<file path="src/rtl/irq_nest_pkg.sv">
package irq_nest_pkg;
  localparam int unsigned NUM_LVL     = 16;
  localparam int unsigned LVL_W       = 4;
  localparam int unsigned FIRST_GP    = 7;
  localparam int unsigned NUM_GP      = NUM_LVL - FIRST_GP;
  localparam int unsigned NUM_DEF_LVL = NUM_GP - 2;  // top two levels left for software
  localparam int unsigned FLD_W       = 4;
  localparam int unsigned DW          = 32;
  localparam int unsigned SRC_PER_REG = DW / FLD_W;
  localparam int unsigned CFG_AW      = 3;

  localparam logic [CFG_AW-1:0] ADR_CORE_MASK = 3'd0;
  localparam logic [CFG_AW-1:0] ADR_SYS_MASK  = 3'd1;
  localparam logic [CFG_AW-1:0] ADR_WAKE      = 3'd2;
  localparam int unsigned       ADR_ASG_BASE  = 4;

  typedef struct packed {
    logic              we;
    logic [CFG_AW-1:0] addr;
    logic [DW-1:0]     data;
  } cfg_wr_t;
endpackage

</file>
<file path="src/rtl/irq_lsb_find.sv">
module irq_lsb_find #(
  parameter int unsigned W  = 16,
  localparam int unsigned IW = (W > 1) ? $clog2(W) : 1
) (
  input  logic [W-1:0]  vec_i,
  output logic          found_o,
  output logic [IW-1:0] idx_o
);
  always_comb begin
    found_o = 1'b0;
    idx_o   = '0;
    for (int i = W - 1; i >= 0; i--) begin
      if (vec_i[i]) begin
        found_o = 1'b1;
        idx_o   = IW'(i);
      end
    end
  end
endmodule

</file>
<file path="src/rtl/irq_sys_stage.sv">
module irq_sys_stage
  import irq_nest_pkg::*;
#(
  parameter int unsigned NUM_SRC = 32
) (
  input  logic               clk_i,
  input  logic               rst_ni,
  input  logic [NUM_SRC-1:0] src_irq_i,
  input  cfg_wr_t            cfg_i,
  output logic [NUM_SRC-1:0] stat_o,
  output logic [NUM_GP-1:0]  gp_lvl_o,
  output logic               wake_o
);
  logic [NUM_SRC-1:0] stat_q, mask_q, wake_q;
  logic [FLD_W-1:0]   asg_q [NUM_SRC];

  always_ff @(posedge clk_i or negedge rst_ni) begin
    if (!rst_ni) begin
      stat_q <= '0;
      mask_q <= '0;
      wake_q <= '0;
    end else begin
      stat_q <= src_irq_i;
      if (cfg_i.we && cfg_i.addr == ADR_SYS_MASK) mask_q <= cfg_i.data[NUM_SRC-1:0];
      if (cfg_i.we && cfg_i.addr == ADR_WAKE)     wake_q <= cfg_i.data[NUM_SRC-1:0];
    end
  end

  for (genvar s = 0; s < NUM_SRC; s++) begin : g_asg
    localparam logic [CFG_AW-1:0] ADR = CFG_AW'(ADR_ASG_BASE + s / SRC_PER_REG);
    localparam int unsigned       LSB = FLD_W * (s % SRC_PER_REG);
    localparam logic [FLD_W-1:0]  DEF = FLD_W'(s % NUM_DEF_LVL);
    always_ff @(posedge clk_i or negedge rst_ni) begin
      if (!rst_ni)                              asg_q[s] <= DEF;
      else if (cfg_i.we && cfg_i.addr == ADR)   asg_q[s] <= cfg_i.data[LSB +: FLD_W];
    end
  end

  logic [NUM_SRC-1:0] live;
  assign live = stat_q & mask_q;

  always_comb begin
    gp_lvl_o = '0;
    for (int s = 0; s < NUM_SRC; s++) begin
      for (int l = 0; l < NUM_GP; l++) begin
        if (live[s] && asg_q[s] == FLD_W'(l)) gp_lvl_o[l] = 1'b1;
      end
    end
  end

  assign stat_o = stat_q;
  assign wake_o = |(stat_q & wake_q);

  AST_STAT_TRACKS_SRC: assert property (@(posedge clk_i) disable iff (!rst_ni)
    $past(rst_ni) |-> stat_q == $past(src_irq_i)) else $error("stat");
  AST_WAKE_NEEDS_SRC: assert property (@(posedge clk_i) disable iff (!rst_ni)
    (wake_o && $past(rst_ni)) |-> $past(|src_irq_i)) else $error("wake");
endmodule

</file>
<file path="src/rtl/irq_core_stage.sv">
module irq_core_stage
  import irq_nest_pkg::*;
(
  input  logic                clk_i,
  input  logic                rst_ni,
  input  logic [NUM_GP-1:0]   gp_lvl_i,
  input  logic [FIRST_GP-1:0] core_evt_i,
  input  logic                mask_we_i,
  input  logic [NUM_LVL-1:0]  mask_wdata_i,
  input  logic                gie_set_i,
  input  logic                gie_clr_i,
  input  logic                ack_i,
  input  logic                ret_i,
  output logic                req_o,
  output logic [LVL_W-1:0]    lvl_o,
  output logic [NUM_LVL-1:0]  latch_o,
  output logic [NUM_LVL-1:0]  pend_o
);
  logic [FIRST_GP-1:0] ded_q;
  logic [NUM_LVL-1:0]  prv_q, ilat_q, ipend_q, imask_q;
  logic                gie_q;

  logic [NUM_LVL-1:0] evt_vec, edge_vec, gate, elig, take_vec, ret_vec;
  logic               pick_found, pend_found, take;
  logic [LVL_W-1:0]   pick_idx, pend_idx;

  assign evt_vec  = {gp_lvl_i, ded_q};
  assign edge_vec = evt_vec & ~prv_q;
  assign gate     = {{NUM_GP{gie_q}}, {FIRST_GP{1'b1}}};
  assign elig     = ilat_q & imask_q & gate;

  irq_lsb_find #(.W(NUM_LVL)) u_pick (.vec_i(elig),    .found_o(pick_found), .idx_o(pick_idx));
  irq_lsb_find #(.W(NUM_LVL)) u_pend (.vec_i(ipend_q), .found_o(pend_found), .idx_o(pend_idx));

  assign req_o    = pick_found && (!pend_found || pick_idx < pend_idx);
  assign lvl_o    = pick_idx;
  assign take     = ack_i && req_o;
  assign take_vec = take ? (NUM_LVL'(1) << pick_idx) : '0;
  assign ret_vec  = (ret_i && pend_found) ? (NUM_LVL'(1) << pend_idx) : '0;

  always_ff @(posedge clk_i or negedge rst_ni) begin
    if (!rst_ni) begin
      ded_q   <= '0;
      prv_q   <= '0;
      ilat_q  <= '0;
      ipend_q <= '0;
      imask_q <= '0;
      gie_q   <= 1'b0;
    end else begin
      ded_q   <= core_evt_i;
      prv_q   <= evt_vec;
      ilat_q  <= (ilat_q & ~take_vec) | edge_vec;
      ipend_q <= (ipend_q & ~ret_vec) | take_vec;
      if (mask_we_i) imask_q <= mask_wdata_i;
      if (gie_clr_i)      gie_q <= 1'b0;
      else if (gie_set_i) gie_q <= 1'b1;
    end
  end

  assign latch_o = ilat_q;
  assign pend_o  = ipend_q;

  AST_REQ_ELIGIBLE: assert property (@(posedge clk_i) disable iff (!rst_ni)
    req_o |-> (imask_q[lvl_o] && ilat_q[lvl_o])) else $error("elig");
  AST_PEND_NEEDS_ACK: assert property (@(posedge clk_i) disable iff (!rst_ni)
    (|(ipend_q & ~$past(ipend_q))) |-> $past(ack_i && req_o)) else $error("pend");
  AST_RET_POPS_ONE: assert property (@(posedge clk_i) disable iff (!rst_ni)
    (ret_i && |ipend_q && !take) |=> $countones(ipend_q) == $past($countones(ipend_q)) - 1)
    else $error("ret");
  AST_GIE_GATES: assert property (@(posedge clk_i) disable iff (!rst_ni)
    (req_o && lvl_o >= LVL_W'(FIRST_GP)) |-> gie_q) else $error("gie");
  AST_TAKE_CLEARS: assert property (@(posedge clk_i) disable iff (!rst_ni)
    (take && !edge_vec[lvl_o]) |=> !ilat_q[$past(lvl_o)]) else $error("take");
endmodule

</file>
<file path="src/rtl/irq_nest_ctrl.sv">
module irq_nest_ctrl
  import irq_nest_pkg::*;
#(
  parameter int unsigned NUM_SRC = 32
) (
  input  logic                clk_i,
  input  logic                rst_ni,
  input  logic [NUM_SRC-1:0]  src_irq_i,
  input  logic [FIRST_GP-1:0] core_evt_i,
  input  logic                cfg_we_i,
  input  logic [CFG_AW-1:0]   cfg_addr_i,
  input  logic [DW-1:0]       cfg_wdata_i,
  input  logic                gie_set_i,
  input  logic                gie_clr_i,
  input  logic                ack_i,
  input  logic                ret_i,
  output logic                irq_req_o,
  output logic [LVL_W-1:0]    irq_lvl_o,
  output logic [NUM_LVL-1:0]  latch_o,
  output logic [NUM_LVL-1:0]  pend_o,
  output logic [NUM_SRC-1:0]  src_stat_o,
  output logic                wake_o
);
  cfg_wr_t            cfg;
  logic [NUM_GP-1:0]  gp_lvl;

  assign cfg = '{we: cfg_we_i, addr: cfg_addr_i, data: cfg_wdata_i};

  irq_sys_stage #(.NUM_SRC(NUM_SRC)) u_sys (
    .clk_i    (clk_i),
    .rst_ni   (rst_ni),
    .src_irq_i(src_irq_i),
    .cfg_i    (cfg),
    .stat_o   (src_stat_o),
    .gp_lvl_o (gp_lvl),
    .wake_o   (wake_o)
  );

  irq_core_stage u_core (
    .clk_i       (clk_i),
    .rst_ni      (rst_ni),
    .gp_lvl_i    (gp_lvl),
    .core_evt_i  (core_evt_i),
    .mask_we_i   (cfg_we_i && cfg_addr_i == ADR_CORE_MASK),
    .mask_wdata_i(cfg_wdata_i[NUM_LVL-1:0]),
    .gie_set_i   (gie_set_i),
    .gie_clr_i   (gie_clr_i),
    .ack_i       (ack_i),
    .ret_i       (ret_i),
    .req_o       (irq_req_o),
    .lvl_o       (irq_lvl_o),
    .latch_o     (latch_o),
    .pend_o      (pend_o)
  );
endmodule

</file>
<file path="config.mk">
export PLATFORM = sky130hd
export DESIGN_NAME = irq_nest_ctrl
export DESIGN_NICKNAME = d
export VERILOG_FILES = /design/src/rtl/irq_nest_pkg.sv /design/src/rtl/irq_lsb_find.sv /design/src/rtl/irq_sys_stage.sv /design/src/rtl/irq_core_stage.sv /design/src/rtl/irq_nest_ctrl.sv
export SDC_FILE = /design/constraint.sdc
export NUM_CORES = 1
export LEC_CHECK = 0
export BUFFER_PORTS_ARGS = -buffer_cell sky130_fd_sc_hd__buf_2
export CORE_MARGIN = 8
export CORE_UTILIZATION = 50
export CTS_CLUSTER_SIZE = 10
export DETAILED_ROUTE_END_ITERATION = 7
export PLACE_DENSITY = 0.73
export SLEW_MARGIN = 20
export SYNTH_ARGS = -nofsm -noshare
export SYNTH_HDL_FRONTEND = slang
export SYNTH_SLANG_ARGS = --single-unit
</file>
<file path="constraint.sdc">
create_clock -name clk_i -period 4.3 [get_ports clk_i]
set_input_delay 0.645 -clock clk_i [delete_from_list [all_inputs] [get_ports clk_i]]
set_output_delay 0.645 -clock clk_i [all_outputs]
set_load 0.05 [all_outputs]
</file>
==> run_results.csv <==
group,metric,value,unit
critical_path,crit_family,"compound AO/OA/AOI/OAI gates",
run_status,status,"finished, final reports clean",
pwr,pwr_density_cell,580,mW/mm²
sta,finalSetupViolations,0,
floorplan,dieWidth,187,µm
routing,viasPerCell,6.55,
critical_path,required,3650,ps
routing,vias,12300,
floorplan,io_pins,151,
critical_path,crit_fanout,8,
sta,fin_setup_tns,0,ps
sta,worstMarginPinSlew,1150,ps
placement,hpwlAfterDp,44.1,mm
pwr,pwr-share-seq,0.423,
critical_path,path_cells,"a22o_1 > or3b_2 > a31oi_1 > o211ai_1 > inv_1 > ha_1 > o2111ai_1 > a21o_1 > and2_1 > buf_2",
placement,port_buffers,150,
critical_path,path_class,"reg2out",
clock_network,clk_latency,530,ps
clock_network,ctsHoldBuffers,0,
floorplan,design.die.area,0.0349,mm²
clock_network,cts_num_sinks,296,
floorplan,core.rowCount,62,
routing,drt_iter0_drc,1169,
critical_path,r2r_slack,930,ps
synthesis,synth_area_per_cell,11.2,µm²
clock_network,ctsRootBufferMaster,"clkbuf_16",
pwr,p_clk_frac,0.292,
floorplan,initial_core_util,0.509,
routing,ant_nets,0,
clock_network,numCtsBuffers,36,
clock_network,cts_tree,"done",
synthesis,async_flop_share,1.00,
pwr,p_int,0.00617,W
synthesis,ys_seq_area_frac,0.511,
finish,drive_gt1_frac,0.319,
pwr,swShare,0.373,
routing,drt-total-wl,57.0,mm
critical_path,reg2reg_from,"u_core.latch_o[13]$_DFF_PN0_",
pwr,pwr-share-comb,0.285,
routing,drtPass1Iterations,5,
sta,min_period_over_period,0.919,
critical_path,cp_data_arrival_time,3310,ps
synthesis,netlist_area,0.0146,mm²
synthesis,synth_ff_type,"dfrtp_1",
routing,post-route-drc-count,0,
synthesis,ys_types,66,
pwr,p_sw,0.00368,W
critical_path,cp_slowest_cell,"or3b_2",
worst_hold_path,hold_path_class,"in2async",
clock_network,clkTransAtPathRegs,50,ps
critical_path,crit_buf_inv,2,
critical_path,r2r_cells,10,
floorplan,core,0.0287,mm²
synthesis,syn-instance-count,1299,
synthesis,ys_ff_latch,296,
sta,slew_headroom,0.223,
global_routing,grt-ovfl-total,0,
critical_path,path_depth,10,
sta,rsz0062_at_grt,"false",
sta,hold_slack,174,ps
synthesis,synth_edf_count,0,
synthesis,yosysWarnings,0,
pwr,cellLeakagePower,7.02,nW
placement,place_congestion,1.03,
clock_network,post_cts_buffers,0,
pwr,total_power,0.00985,W
clock_network,cts_resized,0,
critical_path,critPathLaunch,"u_core.latch_o[13]$_DFF_PN0_",
finish,nNetsFinal,1548,
floorplan,die_h,187,µm
routing,wl_per_cell,30.4,µm
clock_network,cts_buffer_depth,3,
sta,clock_skew,27.4,ps
pwr,ir_drop,0.395,mV
global_routing,grt_usage,0.322,
global_routing,grt_max_degree,117,
critical_path,cp-endpoint,"irq_req_o",
clock_network,htreeDepth,2,
job,maxCapViolCount,0,
sta,final.min_clock_period,3950,ps
global_routing,grt_pass1_wl,84.3,mm
critical_path,crit_path_start_kind,"flop",
sta,drv_slew,0,
sta,fmax,253,MHz
sta,finalHoldViolations,0,
finish,area.growth.synth_to_final,16.3,%
critical_path,critPathCaptureType,"primary output",
synthesis,syn_nets,1383,
global_routing,grt_pass1_vias,12200,
critical_path,max_stage_delay,450,ps
global_routing,antenna_found_initial,4,
critical_path,r2r-end,"u_core.latch_o[11]$_DFF_PN0_",
==> placed cells by master, fill, tap and decap left out, drive strengths merged, types with 8 or more instances in the layout <==
| cell type | instances |
|---|---|
| o21ai | 43 |
| nand2 | 91 |
| a21oi | 8 |
| a21o | 12 |
| nand4b | 37 |
| inv | 40 |
| nand3b | 26 |
| clkbuf | 62 |
| and2 | 9 |
| mux2 | 205 |
| nand3 | 48 |
| nor2 | 65 |
| nor4 | 21 |
| nor3 | 60 |
| a32oi | 8 |
| a31oi | 8 |
| nand4 | 26 |
| o22ai | 25 |
| nor4bb | 20 |
| buf | 171 |
| a22o | 13 |
| o32ai | 10 |
| nor3b | 30 |
| or3 | 13 |
| dfrtp | 256 |
| a22oi | 17 |
| dfstp | 40 |
| nand2b | 28 |
==> worst min path at each step <==
stage,depth (start not counted),slack [ps],endpoint
global placement,0,360,u_core.prv_q[0]$_DFF_PN0_
detailed placement,0,360,u_core.prv_q[3]$_DFF_PN0_
global route,1,220,u_sys.stat_o[11]$_DFF_PN0_
CTS,1,220,u_sys.stat_o[23]$_DFF_PN0_
floorplan,0,350,u_core.ded_q[0]$_DFF_PN0_
finish,1,170,u_sys.wake_q[21]$_DFFE_PN0P_
==> final cells by class <==
type / count / area (µm²)
repair buffers: 171 / 943
well taps: 384 / 480
flip-flops and latches: 296 / 7460
fillers: 2426 / 11700
clock inverters: 3 / 51.3
inverters: 40 / 150
multi-input cells: 919 / 6840
diodes: 1 / 2.50
clock buffers: 62 / 1060
==> layer usage <==
| layer | part of all wire | vias up | global-route usage |
|---|---|---|---|
| li1 | - | 5286 | - |
| met1 | 0.42 | 6265 | 0.435 |
| met2 | 0.45 | 615 | 0.496 |
| met3 | 0.085 | 117 | 0.0740 |
| met4 | 0.043 | 4 | 0.127 |
| met5 | 0.00035 | - | 0 |
==> registers in the layout, summed over array words and instances, names as in the netlist <==
| signal | cells |
|---|---|
| u_core.gie_q | 1 |
| u_sys.asg_q | 128 |
| u_core.ded_q | 7 |
| u_sys.stat_o | 32 |
| u_sys.wake_q | 32 |
| u_core.prv_q | 16 |
| u_core.pend_o | 16 |
| u_sys.mask_q | 32 |
| u_core.imask_q | 16 |
| u_core.latch_o | 16 |
==> cell families (layout without fill, tap and decap cells) <==
kind of cell / after synthesis / count (layout) / synth area share
compound gates: 201 / 201 / 0.0997
fa+ha+maj: 3 / 3 / 0.00257
buf+inv: 84 / 276 / 0.0232
flops: 296 / 296 / 0.511
mux: 205 / 205 / 0.158
other cells: 0 / 1 / 0
simple gates: 510 / 510 / 0.206
==> stage by stage <==
stage          instance area [µm²]  cells  utilization  setup slack [ps]
2_1_floorplan                14600   1299            -               136
3_3_place_gp                 15900   1810        0.553               919
4_1_cts                      17000   1875        0.592               331
3_5_place_dp                 15900   1810        0.553               863
6_report                     17000   1876        0.592               349
5_1_grt                      17000   1875        0.592               190
==> power groups by stage <==
stage	clock [W]	combinational, W	sequential [W]
global placement	0	0.00272	0.00414
floorplan	0	0.00170	0.00411
detailed placement	0	0.00275	0.00417
CTS	0.00291	0.00277	0.00413
global route	0.00301	0.00298	0.00425
finish	0.00288	0.00280	0.00417
==> cell usage after synthesis (28+ instances only) <==
master	n	share of area
o21ai_0	43	0.015
mux2_2	205	0.16
nor2_1	65	0.017
nand3_1	48	0.016
nand4b_1	36	0.022
nor3b_1	30	0.015
dfstp_2	40	0.072
clkbuf_1	32	0.0082
nand2b_1	28	0.012
nand2_1	91	0.023
dfrtp_1	256	0.44
nor3_1	60	0.021
inv_1	40	0.010
Power figures use the tool's default switching activity.
